<file path="src/rtl/pwm_timer_pkg.sv">
package pwm_timer_pkg;

    typedef enum logic [2:0] {
        MD_NORMAL    = 3'd0,
        MD_PC_MAX    = 3'd1,
        MD_CTC       = 3'd2,
        MD_FAST_MAX  = 3'd3,
        MD_RSV_4     = 3'd4,
        MD_PC_CMPA   = 3'd5,
        MD_RSV_6     = 3'd6,
        MD_FAST_CMPA = 3'd7
    } tmr_mode_e;

    typedef enum logic [1:0] {
        WK_PLAIN,
        WK_FAST,
        WK_DUAL,
        WK_OFF
    } wave_kind_e;

    typedef enum logic [1:0] {
        FP_MAX,
        FP_TOP,
        FP_BOTTOM
    } flag_pt_e;

    typedef enum logic {
        DIR_UP,
        DIR_DOWN
    } dir_e;

    typedef enum logic {
        PIN_LOW,
        PIN_HIGH
    } pin_e;

    typedef struct packed {
        logic       top_is_cmpa;
        logic       reload_at_top;
        flag_pt_e   flag_pt;
        wave_kind_e kind;
    } mode_cfg_t;

    localparam int REG_CTRL = 0;
    localparam int REG_CMPA = 1;
    localparam int REG_CMPB = 2;
    localparam int REG_FLAG = 3;
    localparam int REG_CNT  = 4;

endpackage

</file>
<file path="src/rtl/timer_mode_decode.sv">
module timer_mode_decode
    import pwm_timer_pkg::*;
(
    input  tmr_mode_e mode,
    output mode_cfg_t cfg
);

    always_comb begin
        unique case (mode)
            MD_NORMAL:    cfg = '{top_is_cmpa: 1'b0, reload_at_top: 1'b0, flag_pt: FP_MAX,    kind: WK_PLAIN};
            MD_PC_MAX:    cfg = '{top_is_cmpa: 1'b0, reload_at_top: 1'b1, flag_pt: FP_BOTTOM, kind: WK_DUAL};
            MD_CTC:       cfg = '{top_is_cmpa: 1'b1, reload_at_top: 1'b0, flag_pt: FP_MAX,    kind: WK_PLAIN};
            MD_FAST_MAX:  cfg = '{top_is_cmpa: 1'b0, reload_at_top: 1'b1, flag_pt: FP_TOP,    kind: WK_FAST};
            MD_PC_CMPA:   cfg = '{top_is_cmpa: 1'b1, reload_at_top: 1'b1, flag_pt: FP_BOTTOM, kind: WK_DUAL};
            MD_FAST_CMPA: cfg = '{top_is_cmpa: 1'b1, reload_at_top: 1'b1, flag_pt: FP_TOP,    kind: WK_FAST};
            default:      cfg = '{top_is_cmpa: 1'b0, reload_at_top: 1'b0, flag_pt: FP_MAX,    kind: WK_OFF};
        endcase
    end

endmodule

</file>
<file path="src/rtl/timer_counter.sv">
module timer_counter
    import pwm_timer_pkg::*;
#(
    parameter int CNT_W = 8
) (
    input  logic             clk,
    input  logic             rst_n,
    input  logic             tick,
    input  logic             dual_slope,
    input  logic [CNT_W-1:0] top,
    output logic [CNT_W-1:0] cnt,
    output dir_e             dir
);

    localparam logic [CNT_W-1:0] ONE  = {{(CNT_W-1){1'b0}}, 1'b1};
    localparam logic [CNT_W-1:0] ZERO = '0;

    logic [CNT_W-1:0] cnt_q, cnt_d;
    dir_e             dir_q, dir_d;

    // state register
    always_ff @(posedge clk or negedge rst_n) begin
        if (!rst_n) begin
            cnt_q <= ZERO;
            dir_q <= DIR_UP;
        end else begin
            cnt_q <= cnt_d;
            dir_q <= dir_d;
        end
    end

    // next state: force-up, turn-down, turn-up
    always_comb begin
        cnt_d = cnt_q;
        dir_d = dir_q;
        if (tick) begin
            if (!dual_slope) begin
                dir_d = DIR_UP;
                cnt_d = (cnt_q == top) ? ZERO : cnt_q + ONE;
            end else begin
                unique case (dir_q)
                    DIR_UP: begin
                        if (cnt_q >= top) begin
                            if (top != ZERO) begin
                                dir_d = DIR_DOWN;
                                cnt_d = top - ONE;
                            end
                        end else begin
                            cnt_d = cnt_q + ONE;
                        end
                    end
                    DIR_DOWN: begin
                        if (cnt_q == ZERO) begin
                            if (top != ZERO) begin
                                dir_d = DIR_UP;
                                cnt_d = ONE;
                            end
                        end else begin
                            cnt_d = cnt_q - ONE;
                        end
                    end
                endcase
            end
        end
    end

    assign cnt = cnt_q;
    assign dir = dir_q;

    AST_HOLD_NO_TICK: assert property (@(posedge clk) disable iff (!rst_n)
        !tick |=> ($stable(cnt_q) && $stable(dir_q)));
    AST_UP_WHEN_LINEAR: assert property (@(posedge clk) disable iff (!rst_n)
        (tick && !dual_slope) |=> (dir_q == DIR_UP));
    AST_DUAL_STEP_ONE: assert property (@(posedge clk) disable iff (!rst_n)
        (tick && dual_slope && top != ZERO && cnt_q <= top)
        |=> ((cnt_q == $past(cnt_q) + ONE) || (cnt_q == $past(cnt_q) - ONE)));

endmodule

</file>
<file path="src/rtl/timer_wave.sv">
module timer_wave
    import pwm_timer_pkg::*;
#(
    parameter int CNT_W = 8
) (
    input  logic             clk,
    input  logic             rst_n,
    input  logic             tick,
    input  wave_kind_e       kind,
    input  logic [1:0]       omode,
    input  logic [CNT_W-1:0] cnt,
    input  logic [CNT_W-1:0] top,
    input  logic [CNT_W-1:0] cmp_b,
    input  dir_e             dir,
    output logic             wave_out,
    output logic             wave_oe
);

    pin_e pin_q, pin_d;
    logic hit;

    assign hit = tick && (cnt == cmp_b);

    // state register
    always_ff @(posedge clk or negedge rst_n) begin
        if (!rst_n) pin_q <= PIN_LOW;
        else        pin_q <= pin_d;
    end

    // next pin state: set, clear, toggle
    always_comb begin
        pin_d = pin_q;
        unique case (kind)
            WK_FAST: begin
                if (tick && omode[1]) begin
                    if (cnt == top)
                        pin_d = (omode == 2'd2) ? PIN_HIGH : PIN_LOW;
                    else if (cnt == cmp_b)
                        pin_d = (omode == 2'd2) ? PIN_LOW : PIN_HIGH;
                end
            end
            WK_DUAL: begin
                if (hit && omode[1] && (cmp_b != top)) begin
                    if ((dir == DIR_UP) == (omode == 2'd2)) pin_d = PIN_LOW;
                    else                                    pin_d = PIN_HIGH;
                end
            end
            WK_PLAIN: begin
                if (hit) begin
                    unique case (omode)
                        2'd1:    pin_d = (pin_q == PIN_HIGH) ? PIN_LOW : PIN_HIGH;
                        2'd2:    pin_d = PIN_LOW;
                        2'd3:    pin_d = PIN_HIGH;
                        default: pin_d = pin_q;
                    endcase
                end
            end
            default: pin_d = pin_q;
        endcase
    end

    // outputs
    always_comb begin
        wave_oe = (omode != 2'd0) && (kind != WK_OFF)
                  && !((omode == 2'd1) && (kind != WK_PLAIN));
        wave_out = wave_oe && (pin_q == PIN_HIGH);
    end

    AST_PIN_HOLD_NO_TICK: assert property (@(posedge clk) disable iff (!rst_n)
        !tick |=> $stable(pin_q));
    AST_PIN_OFF_HOLD: assert property (@(posedge clk) disable iff (!rst_n)
        (kind == WK_OFF) |=> $stable(pin_q));
    AST_DUAL_TOP_IGNORED: assert property (@(posedge clk) disable iff (!rst_n)
        (kind == WK_DUAL && cmp_b == top && cnt == top) |=> $stable(pin_q));

endmodule

</file>
<file path="src/rtl/pwm_timer8.sv">
module pwm_timer8
    import pwm_timer_pkg::*;
#(
    parameter int CNT_W  = 8,
    parameter int ADDR_W = 3
) (
    input  logic              clk,
    input  logic              rst_n,
    input  logic              wr_en,
    input  logic [ADDR_W-1:0] wr_addr,
    input  logic [CNT_W-1:0]  wr_data,
    input  logic [ADDR_W-1:0] rd_addr,
    output logic [CNT_W-1:0]  rd_data,
    input  logic              tick,
    output logic              wave_out,
    output logic              wave_oe,
    output logic              ovf_flag
);

    localparam logic [CNT_W-1:0]  MAXV   = '1;
    localparam logic [CNT_W-1:0]  ZERO   = '0;
    localparam logic [ADDR_W-1:0] A_CTRL = ADDR_W'(REG_CTRL);
    localparam logic [ADDR_W-1:0] A_CMPA = ADDR_W'(REG_CMPA);
    localparam logic [ADDR_W-1:0] A_CMPB = ADDR_W'(REG_CMPB);
    localparam logic [ADDR_W-1:0] A_FLAG = ADDR_W'(REG_FLAG);
    localparam logic [ADDR_W-1:0] A_CNT  = ADDR_W'(REG_CNT);

    tmr_mode_e        mode_q;
    logic [1:0]       omode_q;
    logic [CNT_W-1:0] buf_a_q, buf_b_q, act_a_q, act_b_q;
    logic [CNT_W-1:0] nxt_buf_a, nxt_buf_b;
    logic             flag_q, flag_d, flag_evt, flag_clr;
    mode_cfg_t        cfg;
    logic [CNT_W-1:0] cnt, top;
    dir_e             dir;
    logic             reload_evt;
    logic [CNT_W-1:0] ctrl_rd;

    timer_mode_decode u_decode (
        .mode (mode_q),
        .cfg  (cfg)
    );

    assign top = cfg.top_is_cmpa ? act_a_q : MAXV;

    timer_counter #(.CNT_W(CNT_W)) u_counter (
        .clk        (clk),
        .rst_n      (rst_n),
        .tick       (tick),
        .dual_slope (cfg.kind == WK_DUAL),
        .top        (top),
        .cnt        (cnt),
        .dir        (dir)
    );

    timer_wave #(.CNT_W(CNT_W)) u_wave (
        .clk      (clk),
        .rst_n    (rst_n),
        .tick     (tick),
        .kind     (cfg.kind),
        .omode    (omode_q),
        .cnt      (cnt),
        .top      (top),
        .cmp_b    (act_b_q),
        .dir      (dir),
        .wave_out (wave_out),
        .wave_oe  (wave_oe)
    );

    always_comb begin
        nxt_buf_a  = (wr_en && wr_addr == A_CMPA) ? wr_data : buf_a_q;
        nxt_buf_b  = (wr_en && wr_addr == A_CMPB) ? wr_data : buf_b_q;
        reload_evt = tick && cfg.reload_at_top && (cnt == top);
        flag_clr   = wr_en && (wr_addr == A_FLAG) && wr_data[0];
        unique case (cfg.flag_pt)
            FP_TOP:    flag_evt = tick && (cnt == top);
            FP_BOTTOM: flag_evt = tick && (cnt == ZERO) && (dir == DIR_DOWN);
            default:   flag_evt = tick && (cnt == MAXV);
        endcase
        flag_d = flag_q;
        if (flag_clr) flag_d = 1'b0;
        if (flag_evt) flag_d = 1'b1;
    end

    always_ff @(posedge clk or negedge rst_n) begin
        if (!rst_n) begin
            mode_q  <= MD_NORMAL;
            omode_q <= 2'd0;
            buf_a_q <= ZERO;
            buf_b_q <= ZERO;
            act_a_q <= ZERO;
            act_b_q <= ZERO;
            flag_q  <= 1'b0;
        end else begin
            if (wr_en && wr_addr == A_CTRL) begin
                mode_q  <= tmr_mode_e'(wr_data[2:0]);
                omode_q <= wr_data[5:4];
            end
            buf_a_q <= nxt_buf_a;
            buf_b_q <= nxt_buf_b;
            if (!cfg.reload_at_top || reload_evt) begin
                act_a_q <= nxt_buf_a;
                act_b_q <= nxt_buf_b;
            end
            flag_q <= flag_d;
        end
    end

    always_comb begin
        ctrl_rd      = ZERO;
        ctrl_rd[2:0] = mode_q;
        ctrl_rd[5:4] = omode_q;
        unique case (rd_addr)
            A_CTRL:  rd_data = ctrl_rd;
            A_CMPA:  rd_data = buf_a_q;
            A_CMPB:  rd_data = buf_b_q;
            A_FLAG:  rd_data = {{(CNT_W-1){1'b0}}, flag_q};
            A_CNT:   rd_data = cnt;
            default: rd_data = ZERO;
        endcase
    end

    assign ovf_flag = flag_q;

    AST_FLAG_STICKY: assert property (@(posedge clk) disable iff (!rst_n)
        (flag_q && !flag_clr) |=> flag_q);
    AST_CMP_HOLD: assert property (@(posedge clk) disable iff (!rst_n)
        (cfg.reload_at_top && !reload_evt) |=> ($stable(act_a_q) && $stable(act_b_q)));
    AST_EVT_SETS_FLAG: assert property (@(posedge clk) disable iff (!rst_n)
        flag_evt |=> flag_q);

endmodule

</file>
<file path="config.mk">
export PLATFORM = sky130hd
export DESIGN_NAME = pwm_timer8
export DESIGN_NICKNAME = d
export VERILOG_FILES = /design/src/rtl/pwm_timer_pkg.sv /design/src/rtl/timer_mode_decode.sv /design/src/rtl/timer_counter.sv /design/src/rtl/timer_wave.sv /design/src/rtl/pwm_timer8.sv
export SDC_FILE = /design/constraint.sdc
export NUM_CORES = 1
export LEC_CHECK = 0
export CAP_MARGIN = 20
export CORE_UTILIZATION = 63
export DETAILED_ROUTE_END_ITERATION = 8
export PLACE_DENSITY_LB_ADDON = 0.3
export SYNTH_ARGS = -nofsm -noshare
export SYNTH_HDL_FRONTEND = slang
export SYNTH_SLANG_ARGS = --single-unit
</file>
<file path="constraint.sdc">
create_clock -name clk -period 9.3 [get_ports clk]
set_input_delay 0.93 -clock clk [delete_from_list [all_inputs] [get_ports clk]]
set_output_delay 0.93 -clock clk [all_outputs]
set_load 0.03 [all_outputs]
</file>
Word level (Yosys, flattened, before mapping)
Index checks and enable logic that the tools add are counted.
{ "word_totals": {"reg_bits": 48, "input_bits": 18, "out_inout_bits": 11, "elab_cells": 113} }
{ "op_classes": {"n_addsub": 3, "n_lt_le_gt_ge": 1, "n_eq_ne": 32, "n_mux": 32, "bitwise": 1, "reduce_logical": 34} }
{ "ops": {"columns": ["op", "count"], "rows": [
  ["2-to-1 mux 8 bit", 9],
  ["one-hot mux 8 bit (5 select lines)", 1],
  ["one-hot mux 6 bit (6 select lines)", 1],
  ["logical AND 1 bit", 19],
  ["equality test 3 x 2 -> 1 bit (second input constant)", 6],
  ["equality test 8 bit", 2],
  ["2-to-1 mux 1 bit", 16],
  ["one-hot mux 8 bit (2 select lines)", 1],
  ["subtractor 8 x 1 -> 8 bit (second input constant)", 2],
  ["equality test 3 x 1 -> 1 bit (second input constant)", 3],
  ["equality test 3 bit (second input constant)", 3],
  ["logical NOT 3 bit", 3],
  ["adder 8 x 1 -> 8 bit (second input constant)", 1],
  ["equality test 2 bit (second input constant)", 4],
  ["equality test 8 bit (second input constant)", 1],
  [">= comparator 8 bit", 1],
  ["logical NOT 8 bit", 1],
  ["!= test 4 bit (second input constant)", 2],
  ["!= test 8 bit", 1],
  ["nonzero test 8 bit", 1],
  ["equality test 2 x 1 -> 1 bit (second input constant)", 3],
  ["!= test 2 x 1 -> 1 bit (second input constant)", 3],
  ["one-hot mux 1 bit (3 select lines)", 2],
  ["AND reduction 6 bit", 1],
  ["other kinds (12)", 16]
]} }

Logic depth before layout (Yosys ltp)
Gate-level depths: netlist (run 1).
{ "depth": {"word_depth": 8, "depth_mapped": 13, "mapped_depth_nobuf": 11} }

Cells and area by module
Synthesis (run 1) repeated with hierarchy kept, for this count alone.
{ "hier_totals": {"cells_unflattened": 422, "area_unflattened_um2": 3923.8} }
{ "modules_own_cells": {"columns": ["mod", "instances", "cells_each", "area_per_inst_um2", "seq_area_each_um2"], "rows": [
  ["pwm_timer8", 1, 179, 2045.7, 950.9],
  ["timer_counter", 1, 176, 1327.5, 225.2],
  ["timer_wave", 1, 59, 501.7, 25.0],
  ["timer_mode_decode", 1, 8, 48.8, 0.0]
]} }

Worst setup path after synthesis (run 1)
Ideal clock, no wire load.
{ "synth_timing": {"kind": "register to register", "start": "register mode_q[1]", "end": "register act_a_q[0]", "setup_time_ns": 0.128, "arrival_ns": 3.173, "required_ns": 9.172, "slack_ns": 5.999, "path_stages_with_launch": 12, "n_path_buf": 2, "period_less_slack_ns": 3.301, "cell_sequence": "dfrtp_1 or3b_4 and2_4 clkbuf_1 or2_2 ha_1 nand4_1 nor4_1 nor2_1 o21ai_2 buf_2 mux2_1"} }
{ "synth_via": {"elab_chain_cells": 6, "elab_cells_between_ends": 13, "classes_between": "eq/ne: 6; mux: 2; reduce/logical: 5"} }
{ "synth_lines": {"columns": ["item", "line_no", "source"], "rows": [
  ["from (decl)", "pwm_timer8.sv:28", "tmr_mode_e mode_q;"],
  ["from (signal assigned)", "pwm_timer8.sv:96", "mode_q <= tmr_mode_e'(wr_data[2:0]);"],
  ["equality test 3 bit (tied with other cells)", "timer_mode_decode.sv:9", "unique case (mode)"],
  ["one-hot mux 6 bit (6 select lines) (*)", "timer_mode_decode.sv:9", null],
  ["2-to-1 mux 8 bit", "pwm_timer8.sv:44", "assign top = cfg.top_is_cmpa ? act_a_q : MAXV;"],
  ["equality test 8 bit", "pwm_timer8.sv:73", "reload_evt = tick && cfg.reload_at_top && (cnt == top);"],
  ["logical AND 1 bit", "pwm_timer8.sv:73", null],
  ["logical OR 1 bit (*)", "pwm_timer8.sv:101", "if (!cfg.reload_at_top || reload_evt) begin"],
  ["to (signal assigned)", "pwm_timer8.sv:102", "act_a_q <= nxt_buf_a;"],
  ["to (decl)", "pwm_timer8.sv:30", "logic [CNT_W-1:0] buf_a_q, buf_b_q, act_a_q, act_b_q;"]
]} }
Mark *: on every way between the ends. The rest lies on a longest branch, timed or not.
A chain may end at the register's enable or synchronous reset.

Worst setup path after layout (run 1)
{ "layout_timing": {"start": "input port rd_addr[2]", "end": "output port rd_data[6]"} }
{ "layout_via": {"elab_chain_cells": 2, "elab_cells_between_ends": 6, "classes_between": "eq/ne: 4; mux: 1; reduce/logical: 1"} }
{ "layout_lines": {"columns": ["item", "line_no", "source"], "rows": [
  ["from (decl)", "pwm_timer8.sv:12", "input logic [ADDR_W-1:0] rd_addr,"],
  ["equality test 3 bit (tied with other cells)", "pwm_timer8.sv:113", "unique case (rd_addr)"],
  ["one-hot mux 8 bit (5 select lines) (*)", "pwm_timer8.sv:113", null],
  ["to (decl)", "pwm_timer8.sv:13", "output logic [CNT_W-1:0] rd_data,"]
]} }
Marked as above.

==> metrics, run 1 <==
status completed; Net Count, Synth 429; min Tclk post-route 4253 ps; clk root buf clkbuf_8; DR vias 3,352; initial antenna violation count 0; Seq. cell area 1201 µm²; Port Buffers 28; setup TNS 0 ps; Ant. Diodes 0; Fillers 432; gpl congestion 0.9291; grt ovf 0; highest clock rate 235.1 MHz; YS warnings 0; Tcrit/Tclk final 45.74%; clock sink count 48; Final Skew 13.39 ps; Clock transition at path regs 100 ps; most common cell after layout, fill and taps aside dfrtp_1; post-synthesis cell count 396; commonest cells after routing, fill and taps aside dfrtp_1, clkdlybuf4s50_1, nand2_1; CP Capture Type output pin; hold buffer count at CTS 0; Core ar. 5540 µm²; Place WS 5096 ps; Worst Max-Slew Pin Slew 874.2 ps; Post-CTS Resized 0; fraction of layout instances using a drive strength above 1 11.44%; CTS max path bufs 2; ranking of synthesized cells by area dfrtp_1, mux2_2, mux2_1, ha_1, xnor2_1; first-pass GRT wire length 15,810 µm; final WL 9643 µm; post-synth cell types 65; RSZ-0062 raised after global routing no; Core Util, Final 73.42%; post-synthesis register bit count 48; Synth async-reset ratio 100.0%; largest net degree at the start of global routing 49; Post-synth EDFFs 0; crit start category input port; crit path from rd_addr[2]; post-DR wirelength/cell 19.96 µm; power density cells 261.4 nW/µm²; Worst EP arrival 3320 ps; VDD IR max 158.6 µV; First-pass DRT Iterations 5; final hold vios 0; Die ar. 6092 µm²; H-tree Lvls 2; Starting Density 65.76%; vias in the first global route 3,181; chip width 78.05 µm; TritonCTS Buffers 5; final setup margin 5047 ps; crit path max fanout 8; Layout area overhead 11.64%; nets@finish 443; Total Power 1.063 mW; Multi-input gate area 2297 µm²; CTS tree yes; Post-synth top flop dfrtp_1; placed cells 472; worst skew pair latency 320 ps; final antenna-violating net count 0; Avg Cell Area, Syn 9.201 µm²; required time worst endpoint 8370 ps; Die Y 78.05 µm; WS Path Type in -> out; Hold Path Class in -> async; FP Rows 27; Synth area leader dfrtp_1; reg2reg start mode_q[0]; Yosys top cell area share 32.97%; Max-Cap Viols 0; drt initial violations 385; HPWL Detailed 6901 µm; Post-CTS Setup Inserts 0; # IOs 29; non-filler instance count after layout 483; Tot GR Track Use 33.84%; DR vias/cell 6.940; sequential element share of the synthesized area 32.97%; Final Setup Violations 0; # DRC 0; max-slew violations 0; Rel. slew slack 41.18%; synthesized area 3643 µm²; P_leak 1.648 nW
==> worst max-delay path, cell delays in order <==
cell	delay [ps]
clkdlybuf4s50_1	620
inv_1	140
nor3_1	640
nand2_1	110
o21ai_0	150
clkdlybuf4s50_1	740
==> sequential cells by signal, summed over array words and instances (netlist names) <==
name and count:
mode_q 3, act_b_q 8, act_a_q 8, ovf_flag 1
buf_a_q 8, u_wave.pin_q 1, omode_q 2, u_counter.dir 1
buf_b_q 8, u_counter.cnt 8
==> final timing paths <==
kind	slack [ps]	end	cells past startpoint
setup / recovery	5050	rd_data[6]	6
hold / removal	430	u_counter.cnt[2]	1
setup reg to reg	5450	act_b_q[1]	9
hold reg to reg	540	buf_a_q[2]	1
max in group asynchronous	8400	act_a_q[2]	2
min in group clk	540	buf_a_q[2]	1
==> cell usage after synthesis, drive strengths merged (4+ instances only) <==
cell / number
a211oi: 7
clkbuf: 22
mux2: 40
nand4: 5
or4: 6
nor2b: 5
xnor2: 16
inv: 13
a31oi: 4
nand3: 11
nor3: 14
mux2i: 7
a21oi: 24
o21ai: 24
nand2: 26
xor2: 11
nor2: 24
dfrtp: 48
o31ai: 4
a221oi: 5
o211ai: 7
ha: 15
==> layer usage <==
layer | global-route usage, % | routed length, µm | share of wire (%)
met1 | 45.26 | 3948 | 41
met2 | 54.82 | 4520 | 47
met3 | 4.884 | 864 | 9.0
met4 | 14.44 | 309 | 3.2
met5 | 0 | 0 | 0
==> cell type report <==
type | instances | share of cell area (%)
inverter | 13 | 1.200
tap | 72 | 2.215
timing repair buffer | 32 | 7.751
sequential | 48 | 29.53
multi-input combinational | 310 | 56.47
clock inverter | 3 | 1.138
clock buffer | 5 | 1.692
==> through the flow <==
step | hold slack (ps) | cell area (µm²)
after floorplan | 473.3 | 3643
after global placement | 495.6 | 3920
after detailed placement | 521.7 | 3920
after CTS | 541.5 | 4035
after global routing | 449.9 | 4068
final | 433.0 | 4068
==> cell families (layout without fill, tap and decap cells) <==
kind of cell / after synthesis / after routing / synth area share (%)
AO/OA/AOI/OAI: 100 / 100 / 18.37
XOR/XNOR: 27 / 27 / 6.490
adder cells (fa/ha/maj): 15 / 15 / 5.151
buffers and inverters: 38 / 53 / 3.984
flip-flops: 48 / 48 / 32.97
multiplexers: 48 / 48 / 15.32
AND/OR/NAND/NOR: 120 / 120 / 17.72
==> report_power, final <==
group / switching, mW / internal (mW)
Clock: 0.0784 / 0.0811
Sequential: 0.150 / 0.273
Combinational: 0.247 / 0.233
Total: 0.476 / 0.587
(Power assumes the default switching activity.)
==> run 2, diff against run 1 <==
--- a/config.mk
+++ b/config.mk
@@ -6,7 +6,7 @@
 export NUM_CORES = 1
 export LEC_CHECK = 0
 export CAP_MARGIN = 20
-export CORE_UTILIZATION = 63
+export CORE_UTILIZATION = 53
 export DETAILED_ROUTE_END_ITERATION = 8
 export PLACE_DENSITY_LB_ADDON = 0.3
 export SYNTH_ARGS = -nofsm -noshare
==> constraint.sdc (replaced) <==
create_clock -name clk -period 3.65 [get_ports clk]
set_input_delay 0.365 -clock clk [delete_from_list [all_inputs] [get_ports clk]]
set_output_delay 0.365 -clock clk [all_outputs]
set_load 0.03 [all_outputs]
==> metrics, run 2 (synthesis gave the netlist of run 1 again) <==
non-filler instance count after layout 497 (+2.9%); HPWL Detailed 7334 µm (+6.3%); chip width 84.91 µm (+8.8%); DR vias/cell 6.700 (-3.5%); initial antenna violation count 0 (unchanged); largest net degree at the start of global routing 49 (unchanged); # DRC 1 (+1); clock sink count 48 (unchanged); DR WL met3 774 µm (-10%); crit start category flop; Post-CTS Setup Inserts 0 (unchanged); First-pass DRT Iterations 7 (+2); VDD IR max 375.3 µV (+140%); violated checks DRC, hold timing; H-tree Lvls 2 (unchanged); Multi-input gate area 2303 µm² (+0.27%); setup TNS 0 ps (unchanged); CP Capture Type flop; Worst Max-Slew Pin Slew 795.4 ps (-78.84 ps); Crit path largest cell delay 530 ps (-210 ps); Worst EP arrival 3710 ps (+390 ps); WS Path Type reg -> reg; Layout area overhead 14.53%; Die ar. 7210 µm² (+18%); Seq. cell area 1201 µm² (unchanged); Fillers 553 (+28%); Final Setup Violations 0 (unchanged); Tcrit/Tclk final 96.21%; Port Buffers 28 (unchanged); drt initial violations 313 (-19%); Slowest-stage cell, CP or4_1; Hold Path Class in -> async; clk root buf clkbuf_8; grt ovf 0 (unchanged); placed cells 488 (+3.4%); final setup margin 138.3 ps (-4908 ps); worst-path cell chain or3b_4 > and2_4 > or2_2 > ha_1 > nand4_1 > or4_1 > a21oi_1 > o221ai_1 > a41oi_1 > mux2_1; Starting Density 56.10% (-9.7 points); Rel. slew slack 46.14% (+5.0 points); P_leak 1.707 nW (+3.6%); status complete, but fails checks; Tot GR Track Use 28.85% (-5.0 points); Core ar. 6495 µm² (+17%); worst skew pair latency 310 ps (about the same); commonest cells after routing, fill and taps aside dfrtp_1, clkdlybuf4s50_1, nand2_1; met1 WL 4430 µm (+12%); power density cells 680.2 nW/µm² (+160%); Ant. Diodes 0 (unchanged); Place WS 197.0 ps (-4899 ps); max-slew violations 0 (unchanged); Hold Slack -22.61 ps (-455.6 ps); highest clock rate 284.8 MHz; most common cell after layout, fill and taps aside dfrtp_1; Final Skew 7.239 ps (-6.155 ps); DR WL met2 4665 µm (+3.2%); RSZ-0062 raised after global routing no; crit path max fanout 15 (+7); Clock transition at path regs 100 ps (about the same); nets@finish 452 (+2.0%); CTS tree yes; fraction of layout instances using a drive strength above 1 13.57% (+2.1 points); CP delay by family, top simple AND/OR/NAND/NOR gates; gpl congestion 0.9167 (-1.3%); Bufs and invs on worst path 0 (-3); final hold vios 18 (+18); CTS max path bufs 2 (unchanged); uppermost routed layer met4; Max-Cap Viols 0 (unchanged); Core Util, Final 64.25% (-9.2 points); vias in the first global route 3,153 (-0.88%); first-pass GRT wire length 16,170 µm (+2.3%); min Tclk post-route 3512 ps; FP Rows 29 (+7.4%); Total Power 2.838 mW (+170%); TritonCTS Buffers 5 (unchanged); final antenna-violating net count 0 (unchanged); Die Y 84.91 µm (+8.8%); post-DR wirelength/cell 20.24 µm (+1.4%); DR vias 3,330 (-0.66%); required time worst endpoint 3850 ps (-4520 ps); # IOs 29 (unchanged); final WL 10,060 µm (+4.3%)
==> run 2: cell types whose count changed in the layout (fill, tap and decap cells not counted), sizes merged <==
cell,delta
buf,+10
bufinv,+1
clkbuf,-1
clkinvlp,-1
==> run 2: report_power, final <==
group / switching, mW / internal [mW] / total (mW)
Sequential: 0.320 / 0.698 / 1.02
Clock: 0.208 / 0.276 / 0.485
Combinational: 0.713 / 0.622 / 1.34
Total: 1.24 / 1.60 / 2.84
==> run 2: cell type report <==
class                   instances  share of cell area (%)
multi-input cells             310                   55.20
inverters                      13                   1.169
clock buffers                   5                   1.649
clock inverters                 3                   1.649
well taps                      77                   2.309
repair buffers                 41                   9.235
flip-flops and latches         48                   28.79
==> run 2: per-layer routing <==
layer,global-route usage (%),up-vias
li1,-,1512
met1,41.28,1617
met2,45.38,177
met3,4.864,24
met4,7.858,0
met5,0,-
==> run 2: through the flow <==
step,area [µm²],hold WS (ps)
final,4173,-22.61
after global routing,4173,4.206
after CTS,4146,275.7
after detailed placement,4009,511.4
after global placement,4009,497.6
after floorplan,3643,69.41
==> run 2: what timing repair did <==
action | 4_1_cts | 5_1_grt
endpoints found under the setup margin | 0 | 1
hold buffers | 0 | 0
hold endpoints to repair | 0 | 0
gates resized for setup | 0 | 1
==> run 2: final timing paths <==
kind                               endpoint  slack [ps]  startpoint  cells past startpoint
min reg2reg                      buf_b_q[2]         530  buf_b_q[2]                      1
max in group asynchronous  u_counter.cnt[2]        3160       rst_n                      2
max reg2reg                    u_wave.pin_q         140   mode_q[1]                     10
max                            u_wave.pin_q         140   mode_q[1]                     10
min in group clk                 buf_b_q[2]         530  buf_b_q[2]                      1
min                              buf_a_q[3]         -20       rst_n                      1
